## src/rtl/usr_strip_pkg.sv

```systemverilog
package usr_strip_pkg;
  // Effective per-ID queue depth: a zero cap selects the built-in maximum.
  function automatic int depth_of(input int cap, input int max_depth);
    return (cap == 0) ? max_depth : cap;
  endfunction
endpackage

```

## src/rtl/usr_rst_sync.sv

```systemverilog
module usr_rst_sync (
  input  logic clk,
  input  logic rst_n,
  output logic rst_n_sync
);
  logic [1:0] sync_q;

  always_ff @(posedge clk or negedge rst_n) begin
    if (!rst_n) sync_q <= 2'b00;
    else        sync_q <= {sync_q[0], 1'b1};
  end

  assign rst_n_sync = sync_q[1];
endmodule

```

## src/rtl/usr_id_fifo.sv

```systemverilog
module usr_id_fifo #(
  parameter int USER_W = 4,
  parameter int DEPTH  = 4
) (
  input  logic              clk,
  input  logic              rst_n,
  input  logic              push,
  input  logic [USER_W-1:0] push_data,
  input  logic              pop,
  output logic [USER_W-1:0] head,
  output logic              full,
  output logic              empty
);
  localparam int PW = (DEPTH > 1) ? $clog2(DEPTH) : 1;
  localparam int CW = $clog2(DEPTH + 1);

  logic [USER_W-1:0] slot_q [DEPTH];
  logic [PW-1:0]     wr_q, wr_d, rd_q, rd_d;
  logic [CW-1:0]     cnt_q, cnt_d;

  always_comb begin
    wr_d  = wr_q;
    rd_d  = rd_q;
    cnt_d = cnt_q;
    if (push) wr_d = (wr_q == PW'(DEPTH - 1)) ? '0 : wr_q + PW'(1);
    if (pop)  rd_d = (rd_q == PW'(DEPTH - 1)) ? '0 : rd_q + PW'(1);
    case ({push, pop})
      2'b10:   cnt_d = cnt_q + CW'(1);
      2'b01:   cnt_d = cnt_q - CW'(1);
      default: cnt_d = cnt_q;
    endcase
  end

  always_ff @(posedge clk or negedge rst_n) begin
    if (!rst_n) begin
      wr_q  <= '0;
      rd_q  <= '0;
      cnt_q <= '0;
    end else begin
      wr_q  <= wr_d;
      rd_q  <= rd_d;
      cnt_q <= cnt_d;
    end
  end

  // Storage needs no reset: the count gates every read of it.
  always_ff @(posedge clk) begin
    if (push) slot_q[wr_q] <= push_data;
  end

  assign head  = slot_q[rd_q];
  assign full  = (cnt_q == CW'(DEPTH));
  assign empty = (cnt_q == '0);
endmodule

```

## src/rtl/usr_id_table.sv

```systemverilog
module usr_id_table #(
  parameter int ID_W   = 2,
  parameter int USER_W = 4,
  parameter int DEPTH  = 4
) (
  input  logic              clk,
  input  logic              rst_n,
  input  logic [ID_W-1:0]   req_id,
  input  logic              req_push,
  input  logic [USER_W-1:0] req_user,
  output logic              req_full,
  input  logic [ID_W-1:0]   rsp_id,
  input  logic              rsp_pop,
  output logic [USER_W-1:0] rsp_user,
  output logic              rsp_empty
);
  localparam int NID = 1 << ID_W;

  logic [NID-1:0]    full_v, empty_v;
  logic [USER_W-1:0] head_a [NID];

  for (genvar g = 0; g < NID; g++) begin : g_id
    usr_id_fifo #(.USER_W(USER_W), .DEPTH(DEPTH)) u_fifo (
      .clk       (clk),
      .rst_n     (rst_n),
      .push      (req_push && (req_id == ID_W'(g))),
      .push_data (req_user),
      .pop       (rsp_pop && (rsp_id == ID_W'(g))),
      .head      (head_a[g]),
      .full      (full_v[g]),
      .empty     (empty_v[g])
    );
  end

  assign req_full  = full_v[req_id];
  assign rsp_user  = head_a[rsp_id];
  assign rsp_empty = empty_v[rsp_id];
endmodule

```

## src/rtl/usr_strip_top.sv

```systemverilog
module usr_strip_top
  import usr_strip_pkg::*;
#(
  parameter int ID_W       = 2,
  parameter int ADDR_W     = 16,
  parameter int DATA_W     = 32,
  parameter int USER_W     = 4,
  parameter int MAX_FLIGHT = 0,
  parameter int MAX_DEPTH  = 4
) (
  input  logic              clk,
  input  logic              rst_n,
  input  logic              m_ar_valid,
  output logic              m_ar_ready,
  input  logic [ID_W-1:0]   m_ar_id,
  input  logic [ADDR_W-1:0] m_ar_addr,
  input  logic [USER_W-1:0] m_ar_user,
  output logic              s_ar_valid,
  input  logic              s_ar_ready,
  output logic [ID_W-1:0]   s_ar_id,
  output logic [ADDR_W-1:0] s_ar_addr,
  input  logic              m_aw_valid,
  output logic              m_aw_ready,
  input  logic [ID_W-1:0]   m_aw_id,
  input  logic [ADDR_W-1:0] m_aw_addr,
  input  logic [USER_W-1:0] m_aw_user,
  output logic              s_aw_valid,
  input  logic              s_aw_ready,
  output logic [ID_W-1:0]   s_aw_id,
  output logic [ADDR_W-1:0] s_aw_addr,
  input  logic              m_w_valid,
  output logic              m_w_ready,
  input  logic [DATA_W-1:0] m_w_data,
  input  logic              m_w_last,
  output logic              s_w_valid,
  input  logic              s_w_ready,
  output logic [DATA_W-1:0] s_w_data,
  output logic              s_w_last,
  input  logic              s_b_valid,
  output logic              s_b_ready,
  input  logic [ID_W-1:0]   s_b_id,
  input  logic [1:0]        s_b_resp,
  output logic              m_b_valid,
  input  logic              m_b_ready,
  output logic [ID_W-1:0]   m_b_id,
  output logic [1:0]        m_b_resp,
  output logic [USER_W-1:0] m_b_user,
  input  logic              s_r_valid,
  output logic              s_r_ready,
  input  logic [ID_W-1:0]   s_r_id,
  input  logic [DATA_W-1:0] s_r_data,
  input  logic [1:0]        s_r_resp,
  input  logic              s_r_last,
  output logic              m_r_valid,
  input  logic              m_r_ready,
  output logic [ID_W-1:0]   m_r_id,
  output logic [DATA_W-1:0] m_r_data,
  output logic [1:0]        m_r_resp,
  output logic              m_r_last,
  output logic [USER_W-1:0] m_r_user
);
  localparam int DEPTH = depth_of(MAX_FLIGHT, MAX_DEPTH);

  logic rst_n_int;
  logic rd_full, rd_empty, wr_full, wr_empty;
  logic ar_fire, r_done, aw_fire, b_done;

  usr_rst_sync u_rst (.clk(clk), .rst_n(rst_n), .rst_n_sync(rst_n_int));

  // Read address: stall only the ID whose queue is full.
  assign s_ar_valid = m_ar_valid & ~rd_full;
  assign m_ar_ready = s_ar_ready & ~rd_full;
  assign s_ar_id    = m_ar_id;
  assign s_ar_addr  = m_ar_addr;
  assign ar_fire    = m_ar_valid & m_ar_ready;

  // Write address.
  assign s_aw_valid = m_aw_valid & ~wr_full;
  assign m_aw_ready = s_aw_ready & ~wr_full;
  assign s_aw_id    = m_aw_id;
  assign s_aw_addr  = m_aw_addr;
  assign aw_fire    = m_aw_valid & m_aw_ready;

  // Write data is untouched.
  assign s_w_valid = m_w_valid;
  assign m_w_ready = s_w_ready;
  assign s_w_data  = m_w_data;
  assign s_w_last  = m_w_last;

  // Read data: every beat shows the head value, the last beat consumes it.
  assign m_r_valid = s_r_valid;
  assign s_r_ready = m_r_ready;
  assign m_r_id    = s_r_id;
  assign m_r_data  = s_r_data;
  assign m_r_resp  = s_r_resp;
  assign m_r_last  = s_r_last;
  assign r_done    = s_r_valid & s_r_ready & s_r_last;

  // Write response: consumed on the handshake.
  assign m_b_valid = s_b_valid;
  assign s_b_ready = m_b_ready;
  assign m_b_id    = s_b_id;
  assign m_b_resp  = s_b_resp;
  assign b_done    = s_b_valid & s_b_ready;

  usr_id_table #(.ID_W(ID_W), .USER_W(USER_W), .DEPTH(DEPTH)) u_rd_tab (
    .clk       (clk),
    .rst_n     (rst_n_int),
    .req_id    (m_ar_id),
    .req_push  (ar_fire),
    .req_user  (m_ar_user),
    .req_full  (rd_full),
    .rsp_id    (s_r_id),
    .rsp_pop   (r_done),
    .rsp_user  (m_r_user),
    .rsp_empty (rd_empty)
  );

  usr_id_table #(.ID_W(ID_W), .USER_W(USER_W), .DEPTH(DEPTH)) u_wr_tab (
    .clk       (clk),
    .rst_n     (rst_n_int),
    .req_id    (m_aw_id),
    .req_push  (aw_fire),
    .req_user  (m_aw_user),
    .req_full  (wr_full),
    .rsp_id    (s_b_id),
    .rsp_pop   (b_done),
    .rsp_user  (m_b_user),
    .rsp_empty (wr_empty)
  );
endmodule

```

## config.mk

```make
export PLATFORM = sky130hd
export DESIGN_NAME = usr_strip_top
export DESIGN_NICKNAME = d
export VERILOG_FILES = /design/src/rtl/usr_strip_pkg.sv /design/src/rtl/usr_rst_sync.sv /design/src/rtl/usr_id_fifo.sv /design/src/rtl/usr_id_table.sv /design/src/rtl/usr_strip_top.sv
export SDC_FILE = /design/constraint.sdc
export NUM_CORES = 1
export LEC_CHECK = 0
export BUFFER_PORTS_ARGS = -buffer_cell sky130_fd_sc_hd__clkbuf_2
export CAP_MARGIN = 20
export CORE_ASPECT_RATIO = 1.75
export CORE_MARGIN = 2
export CORE_UTILIZATION = 53
export CTS_CLUSTER_SIZE = 30
export DETAILED_ROUTE_END_ITERATION = 8
export MAX_ROUTING_LAYER = met4
export PLACE_DENSITY_LB_ADDON = 0.15
export SLEW_MARGIN = 20
export SYNTH_ARGS = -nofsm -noshare
export SYNTH_HDL_FRONTEND = slang
export SYNTH_SLANG_ARGS = --single-unit
```

## constraint.sdc

```tcl
create_clock -name clk -period 2.5 [get_ports clk]
set_clock_uncertainty 0.15 [all_clocks]
set_input_delay 0.25 -clock clk [delete_from_list [all_inputs] [get_ports clk]]
set_output_delay 0.25 -clock clk [all_outputs]
set_load 0.03 [all_outputs]
```

==> results.sh, run 1 <==
export IMPL_clkTransAtPathRegs_ns=0.07
export IMPL_grt_max_degree=55
export IMPL_netlist_area_sq_um=9440
export IMPL_synth_cells=643
export IMPL_syn_nets=829
export IMPL_irDropWorstVdd_v=0.000515
export IMPL_outcome="finished, final reports clean"
export IMPL_routabilityCongestion=0.819
export IMPL_pwr_share_comb_pct=25.2
export IMPL_rows=64
export IMPL_grt_pass1_vias=5062
export IMPL_pwr_share_seq_pct=46.5
export IMPL_io_pins=258
export IMPL_first_pass_iters=4
export IMPL_drtIter0Drc=167
export IMPL_slowest_delay_ns=0.53
export IMPL_synth_flop_cell="edfxtp_1"
export IMPL_synth_cell_types=40
export IMPL_numClockSinks=186
export IMPL_num_antenna_cells=0
export IMPL_cts_tree="yes"
export IMPL_route_detailed_drc=0
export IMPL_required_ns=2.10
export IMPL_fillers=1452
export IMPL_die_area_sq_um=18900
export IMPL_wirelength_mm=16.7
export IMPL_grt_pass1_wl_mm=27.0
export IMPL_fin_area_sq_um=9830
export IMPL_coreArea_sq_um=17500
export IMPL_pwr_share_clk_pct=28.4
export IMPL_vias=4575
export IMPL_p_per_area_nw_per_um2=983
export IMPL_fin_cells=846
export IMPL_final_util_pct=56.3
export IMPL_dpl_cell_area_sq_um=9150
export IMPL_initial_core_util_pct=54.1
export IMPL_htreeDepth=4
export IMPL_hold_class="in2reg"
export IMPL_worstPathCellList="mux4_2, a22oi_1, nand3_1, clkbuf_2"
export IMPL_p_int_w=0.00673
export IMPL_synthArstFlopShare_pct=31.2
export IMPL_finalCriticalPeriod_ns=2.44
export IMPL_tightest_slew_ns=0.767
export IMPL_layout_drive_gt1_share_pct=28.8
export IMPL_clockRootBuffer="clkbuf_16"
export IMPL_antenna_found_initial=0
export IMPL_synth_warnings=0
export IMPL_cpMaxStageDelayCell="mux4_2"
export IMPL_via_per_inst=5.41
export IMPL_maxCapViolations=0
export IMPL_path_max_fanout=5
export IMPL_clk_path_buf_depth=2
export IMPL_p_leak_nw=3.85
export IMPL_cp_startpoint="u_rd_tab.g_id[0].u_fifo.rd_q[0]$_DFFE_PN0P_"
export IMPL_ant_nets=0
export IMPL_finalHoldViolations=0
export IMPL_max_freq_mhz=410
export IMPL_dp_hpwl_mm=12.7
export IMPL_die_w_microns=105
export IMPL_synth_seq_cells=186
export IMPL_worstSetupStartpointType="flop"
export IMPL_rsz0062_at_grt="yes"
export IMPL_synth_edff_count=128
export IMPL_reg2reg_from="u_wr_tab.g_id[0].u_fifo.cnt_q[0]$_DFFE_PN0P_"
export IMPL_cts_buffers=17
export IMPL_maxSlewHeadroom_pct=48.9
export IMPL_min_from="m_ar_user[1]"
export IMPL_die_height_microns=181
export IMPL_wl_per_cell_microns=19.7
export IMPL_crit_path_end_kind="output port"
export IMPL_final_period_utilization_pct=97.5
export IMPL_setup_violations=0
export IMPL_synth_avg_cell_area_sq_um=14.7
export IMPL_grt_overflow_total=0
export IMPL_cp_arrival_ns=2.04
export IMPL_nets=788
export IMPL_path_class="reg2out"
export IMPL_portBuffers=51
export IMPL_p_switching_w=0.00293
export IMPL_areaGrowthSynthToFinish_pct=4.12
export IMPL_track_usage_pct=19.5
export IMPL_swShare_pct=30.4
export IMPL_yosysSeqAreaShare_pct=56.1
export IMPL_dp_cells=808
export IMPL_clk_latency_ns=0.43
export IMPL_maxSlewViolCount=0
==> cell usage after synthesis, types with 5 or more instances <==
master      n  area (sq um)
a22oi_1     8          60.1
and2_1     32           200
buf_2       9          45.0
buf_4     116           871
dfrtp_1    58          1450
edfxtp_1  128          3840
fa_1        8           160
ha_1       48           601
inv_1      44           165
mux2_1     12           135
mux2_2     18           203
mux4_2     33           743
nand2_1    13          48.8
nand3_1    17          85.1
nor2_1     28           105
nor3b_1     5          37.5
nor3b_2     5          62.6
xnor2_1    12           105
xor2_1     12           105
==> cells in the final DEF, fill, tap and decap left out, types with 3 or more instances in the layout <==
cell	n
dfrtp_2	5
fa_1	8
bufinv_16	3
nor2b_1	4
ha_1	48
and2_1	32
clkbuf_2	49
a22oi_2	6
inv_1	44
xnor2_1	12
nor3b_1	5
nor2_1	28
mux4_2	34
dlygate4sd3_1	3
nor3b_2	5
xor2_1	12
nand2_1	13
dfrtp_1	53
edfxtp_1	128
buf_4	14
mux2_2	18
nand3_1	17
mux2_4	4
clkbuf_16	17
mux2_1	12
==> power by group through the flow <==
stage / clock network (W) / registers (W) / logic [W]
final: 0.00274 / 0.00449 / 0.00243
after global routing: 0.00294 / 0.00462 / 0.00277
after CTS: 0.00280 / 0.00451 / 0.00245
after detailed placement: 0 / 0.00458 / 0.00239
after global placement: 0 / 0.00453 / 0.00230
after floorplan: 0 / 0.00428 / 0.00232
==> what timing repair did <==
action,4_1_cts,5_1_grt
endpoints found under the setup margin,8,6
gates resized for setup,7,7
hold endpoints to repair,4,0
setup buffers,2,1
pin swaps,0,1
hold buffers,3,0
==> logic make-up (layout without fill, tap and decap cells) <==
family	after synthesis	in the layout	synth area share, %
fa+ha+maj	56	56	8.06
simple gates	122	122	8.57
other cells	1	1	0.0397
compound gates	12	12	0.901
xor+xnor	24	24	2.23
mux	70	70	12.6
flops	186	186	56.1
buf+inv	172	144	11.6
==> cell type report <==
type | instances | area, sq um | area share (%)
flip-flops and latches | 186 | 5300 | 53.9
well taps | 231 | 289 | 2.94
multi-input cells | 285 | 3080 | 31.4
inverters | 44 | 165 | 1.68
clock inverters | 13 | 169 | 1.72
clock buffers | 19 | 433 | 4.40
repair buffers | 68 | 393 | 4.00
==> metrics by stage <==
| step | worst slack (ns) | power [W] | TNS, ns | hold WS, ns |
|---|---|---|---|---|
| global route | -0.0126 | 0.0103 | -0.0127 | 0.144 |
| floorplan | 0.324 | 0.00660 | 0 | -0.196 |
| global placement | 0.212 | 0.00683 | 0 | -0.115 |
| CTS | 0.0206 | 0.00976 | 0 | 0.126 |
| finish | 0.0616 | 0.00966 | 0 | 0.130 |
| detailed placement | 0.137 | 0.00696 | 0 | -0.112 |
==> sequential cells by signal (all words and copies together) (netlist names) <==
name / flops
u_rd_tab.g_id.u_fifo.rd_q: 8
u_rst.sync_q: 2
u_rd_tab.g_id.u_fifo.wr_q: 8
u_wr_tab.g_id.u_fifo.slot_q: 64
u_wr_tab.g_id.u_fifo.rd_q: 8
u_rd_tab.g_id.u_fifo.slot_q: 64
u_wr_tab.g_id.u_fifo.cnt_q: 12
u_rd_tab.g_id.u_fifo.cnt_q: 12
u_wr_tab.g_id.u_fifo.wr_q: 8
==> layer usage <==
layer  share of wire, %  GRT usage (%)
met1                 33           17.9
met2                 56           34.9
met3                7.3           8.25
met4                2.9           8.11
met5                  0              -
==> worst paths after layout <==
check	to	slack (ns)	cells after the start
setup / recovery	m_r_user[1]	0.06	4
hold reg to reg	u_rst.sync_q[1]$_DFF_PN0_	0.20	0
setup reg to reg	u_wr_tab.g_id[0].u_fifo.cnt_q[2]$_DFFE_PN0P_	0.25	10
min in group asynchronous	u_rd_tab.g_id[0].u_fifo.cnt_q[0]$_DFFE_PN0P_	0.28	1
hold / removal	u_rd_tab.g_id[3].u_fifo.slot_q[2][1]$_DFFE_PP_	0.13	1
max in group asynchronous	u_rd_tab.g_id[0].u_fifo.rd_q[0]$_DFFE_PN0P_	1.38	1
==> critical path: cells and delay by family (launching register included) <==
kind | cells | cell delay, ns
multiplexers | 1 | 0.53
AND/OR/NAND/NOR | 1 | 0.16
flip-flops | 1 | 0.44
buffers and inverters | 1 | 0.21
AO/OA/AOI/OAI | 1 | 0.27
Power figures use the tool's default switching activity.
==> run 2: changes to the inputs <==
- clock period: 2.5 -> 2.3 ns (I/O delays scaled with it)
==> run 2 against run 1 <==
The run now ends with setup timing left. Global-route usage up 0.36 points. Highest routed layer unchanged. Largest power group unchanged. Critical path type unchanged. Sequential cell count unchanged. Critical path depth unchanged. Clock power up 12%. Via count up 0.63%.
==> results.sh, run 2 (synthesis results as in run 1) <==
export IMPL_crit_path_end_kind="output port"
export IMPL_cts_buffers=17
export IMPL_fin_area_sq_um=10100
export IMPL_first_pass_iters=4
export IMPL_coreArea_sq_um=17500
export IMPL_die_height_microns=181
export IMPL_pwr_share_comb_pct=26.7
export IMPL_p_per_area_nw_per_um2=1080
export IMPL_cp_arrival_ns=1.97
export IMPL_die_w_microns=105
export IMPL_outcome="complete, but fails checks"
export IMPL_vias=4604
export IMPL_htreeDepth=4
export IMPL_dr_wl_met3_mm=1.16
export IMPL_dp_hpwl_mm=13.3
export IMPL_p_switching_w=0.00338
export IMPL_clk_path_buf_depth=2
export IMPL_p_leak_nw=3.99
export IMPL_required_ns=1.92
export IMPL_portBuffers=51
export IMPL_ff2ff_path_depth=9
export IMPL_areaGrowthSynthToFinish_pct=7.33
export IMPL_routed_top_layer="met4"
export IMPL_irDropWorstVdd_v=0.000525
export IMPL_wirelength_mm=17.3
export IMPL_hold_class="reg2async"
export IMPL_nets=799
export IMPL_layout_setup_ws_ns=-0.0493
export IMPL_swShare_pct=30.9
export IMPL_grt_pass1_wl_mm=27.3
export IMPL_dpl_cell_area_sq_um=9220
export IMPL_violations="setup timing"
export IMPL_fin_cells=857
export IMPL_ant_nets=0
export IMPL_reg_top3="u_rd_tab.g_id.u_fifo.slot_q: 64 flops, u_wr_tab.g_id.u_fifo.slot_q: 64 flops"
export IMPL_rows=64
export IMPL_antenna_found_initial=0
export IMPL_worstSetupStartpointType="flop"
export IMPL_numClockSinks=186
export IMPL_wl_met1_mm=5.71
export IMPL_pwr_share_seq_pct=45.1
export IMPL_whs_ns=0.0249
export IMPL_dp_cells=816
export IMPL_grt_overflow_total=0
export IMPL_setup_violations=8
export IMPL_clkTransAtPathRegs_ns=0.07
export IMPL_maxSlewViolCount=0
export IMPL_track_usage_pct=19.9
export IMPL_grt_pass1_vias=5061
export IMPL_path_max_fanout=5
export IMPL_drtIter0Drc=170
export IMPL_final_common_cell="edfxtp_1"
export IMPL_p_int_w=0.00755
export IMPL_path_class="reg2out"
export IMPL_wl_per_cell_microns=20.2
export IMPL_io_pins=258
export IMPL_final_period_utilization_pct=102
export IMPL_finalCriticalPeriod_ns=2.35
export IMPL_route_detailed_drc=0
export IMPL_wl_met2_mm=10.0
export IMPL_pwr_share_clk_pct=28.2
export IMPL_grt_max_degree=45
export IMPL_rsz0062_at_grt="yes"
export IMPL_cts_tree="yes"
export IMPL_maxCapViolations=0
export IMPL_via_per_inst=5.37
export IMPL_num_antenna_cells=0
export IMPL_clk_latency_ns=0.42
export IMPL_die_area_sq_um=18900
export IMPL_finalHoldViolations=0
export IMPL_routabilityCongestion=0.802
export IMPL_layout_common_cells="edfxtp_1, dfrtp_1, ha_1"
export IMPL_initial_core_util_pct=54.1
export IMPL_max_freq_mhz=426
export IMPL_clockRootBuffer="clkbuf_16"
export IMPL_layout_drive_gt1_share_pct=33.4
export IMPL_final_util_pct=58.1
## run 2: power by group through the flow
stage	clock, W	sequential (W)	combinational, W
finish	0.00308	0.00493	0.00292
floorplan	0	0.00465	0.00252
global placement	0	0.00492	0.00251
global route	0.00330	0.00505	0.00325
detailed placement	0	0.00498	0.00264
CTS	0.00316	0.00491	0.00290
## run 2: repair_timing
item,4_1_cts,5_1_grt
pin swaps,9,10
hold buffers,2,0
hold endpoints to repair,2,0
setup endpoints to repair,12,15
buffers inserted,6,4
resized for setup,42,17
## run 2: path summary, 6_finish.rpt
check                                                        startpoint                                           end  slack [ns]
max reg2reg                u_rd_tab.g_id[1].u_fifo.cnt_q[0]$_DFFE_PN0P_  u_rd_tab.g_id[1].u_fifo.cnt_q[2]$_DFFE_PN0P_        0.11
max in group asynchronous                                         rst_n                     u_rst.sync_q[1]$_DFF_PN0_        1.35
min in group clk                                              s_b_valid   u_wr_tab.g_id[1].u_fifo.rd_q[0]$_DFFE_PN0P_        0.11
max                         u_rd_tab.g_id[0].u_fifo.rd_q[0]$_DFFE_PN0P_                                   m_r_user[0]       -0.05
min                                           u_rst.sync_q[1]$_DFF_PN0_  u_rd_tab.g_id[3].u_fifo.cnt_q[1]$_DFFE_PN0P_        0.02
min reg2reg                                   u_rst.sync_q[1]$_DFF_PN0_  u_rd_tab.g_id[3].u_fifo.cnt_q[1]$_DFFE_PN0P_        0.02
## run 2: metrics by stage
| step | power [W] | worst slack [ns] | setup TNS [ns] |
|---|---|---|---|
| finish | 0.0109 | -0.0493 | -0.197 |
| global route | 0.0116 | -0.115 | -0.828 |
| CTS | 0.0110 | -0.0730 | -0.458 |
| detailed placement | 0.00762 | 0.0627 | 0 |
| global placement | 0.00743 | 0.126 | 0 |
| floorplan | 0.00717 | 0.124 | 0 |
## run 2: worst max-delay path: stages, from the launching register on
cell and delay [ns]:
dfrtp_2 0.46, mux4_2 0.54, a22oi_2 0.25, nand3_2 0.14, buf_8 0.16
## run 2: final cells by class
class                           instances  area [sq um]
Clock inverter                         14           204
Inverter                               44           165
Sequential cell                       186          5310
Timing Repair Buffer                   79           572
Multi-Input combinational cell        285          3170
Clock buffer                           18           429
Fill cell                            1401          7320
Tap cell                              231           289
## run 2: layer usage
| metal | up-vias | track usage, % |
|---|---|---|
| met2 | 205 | 36.4 |
| met5 | - | - |
| met3 | 21 | 7.81 |
| met4 | 0 | 7.89 |
| li1 | 2091 | - |
| met1 | 2287 | 17.9 |
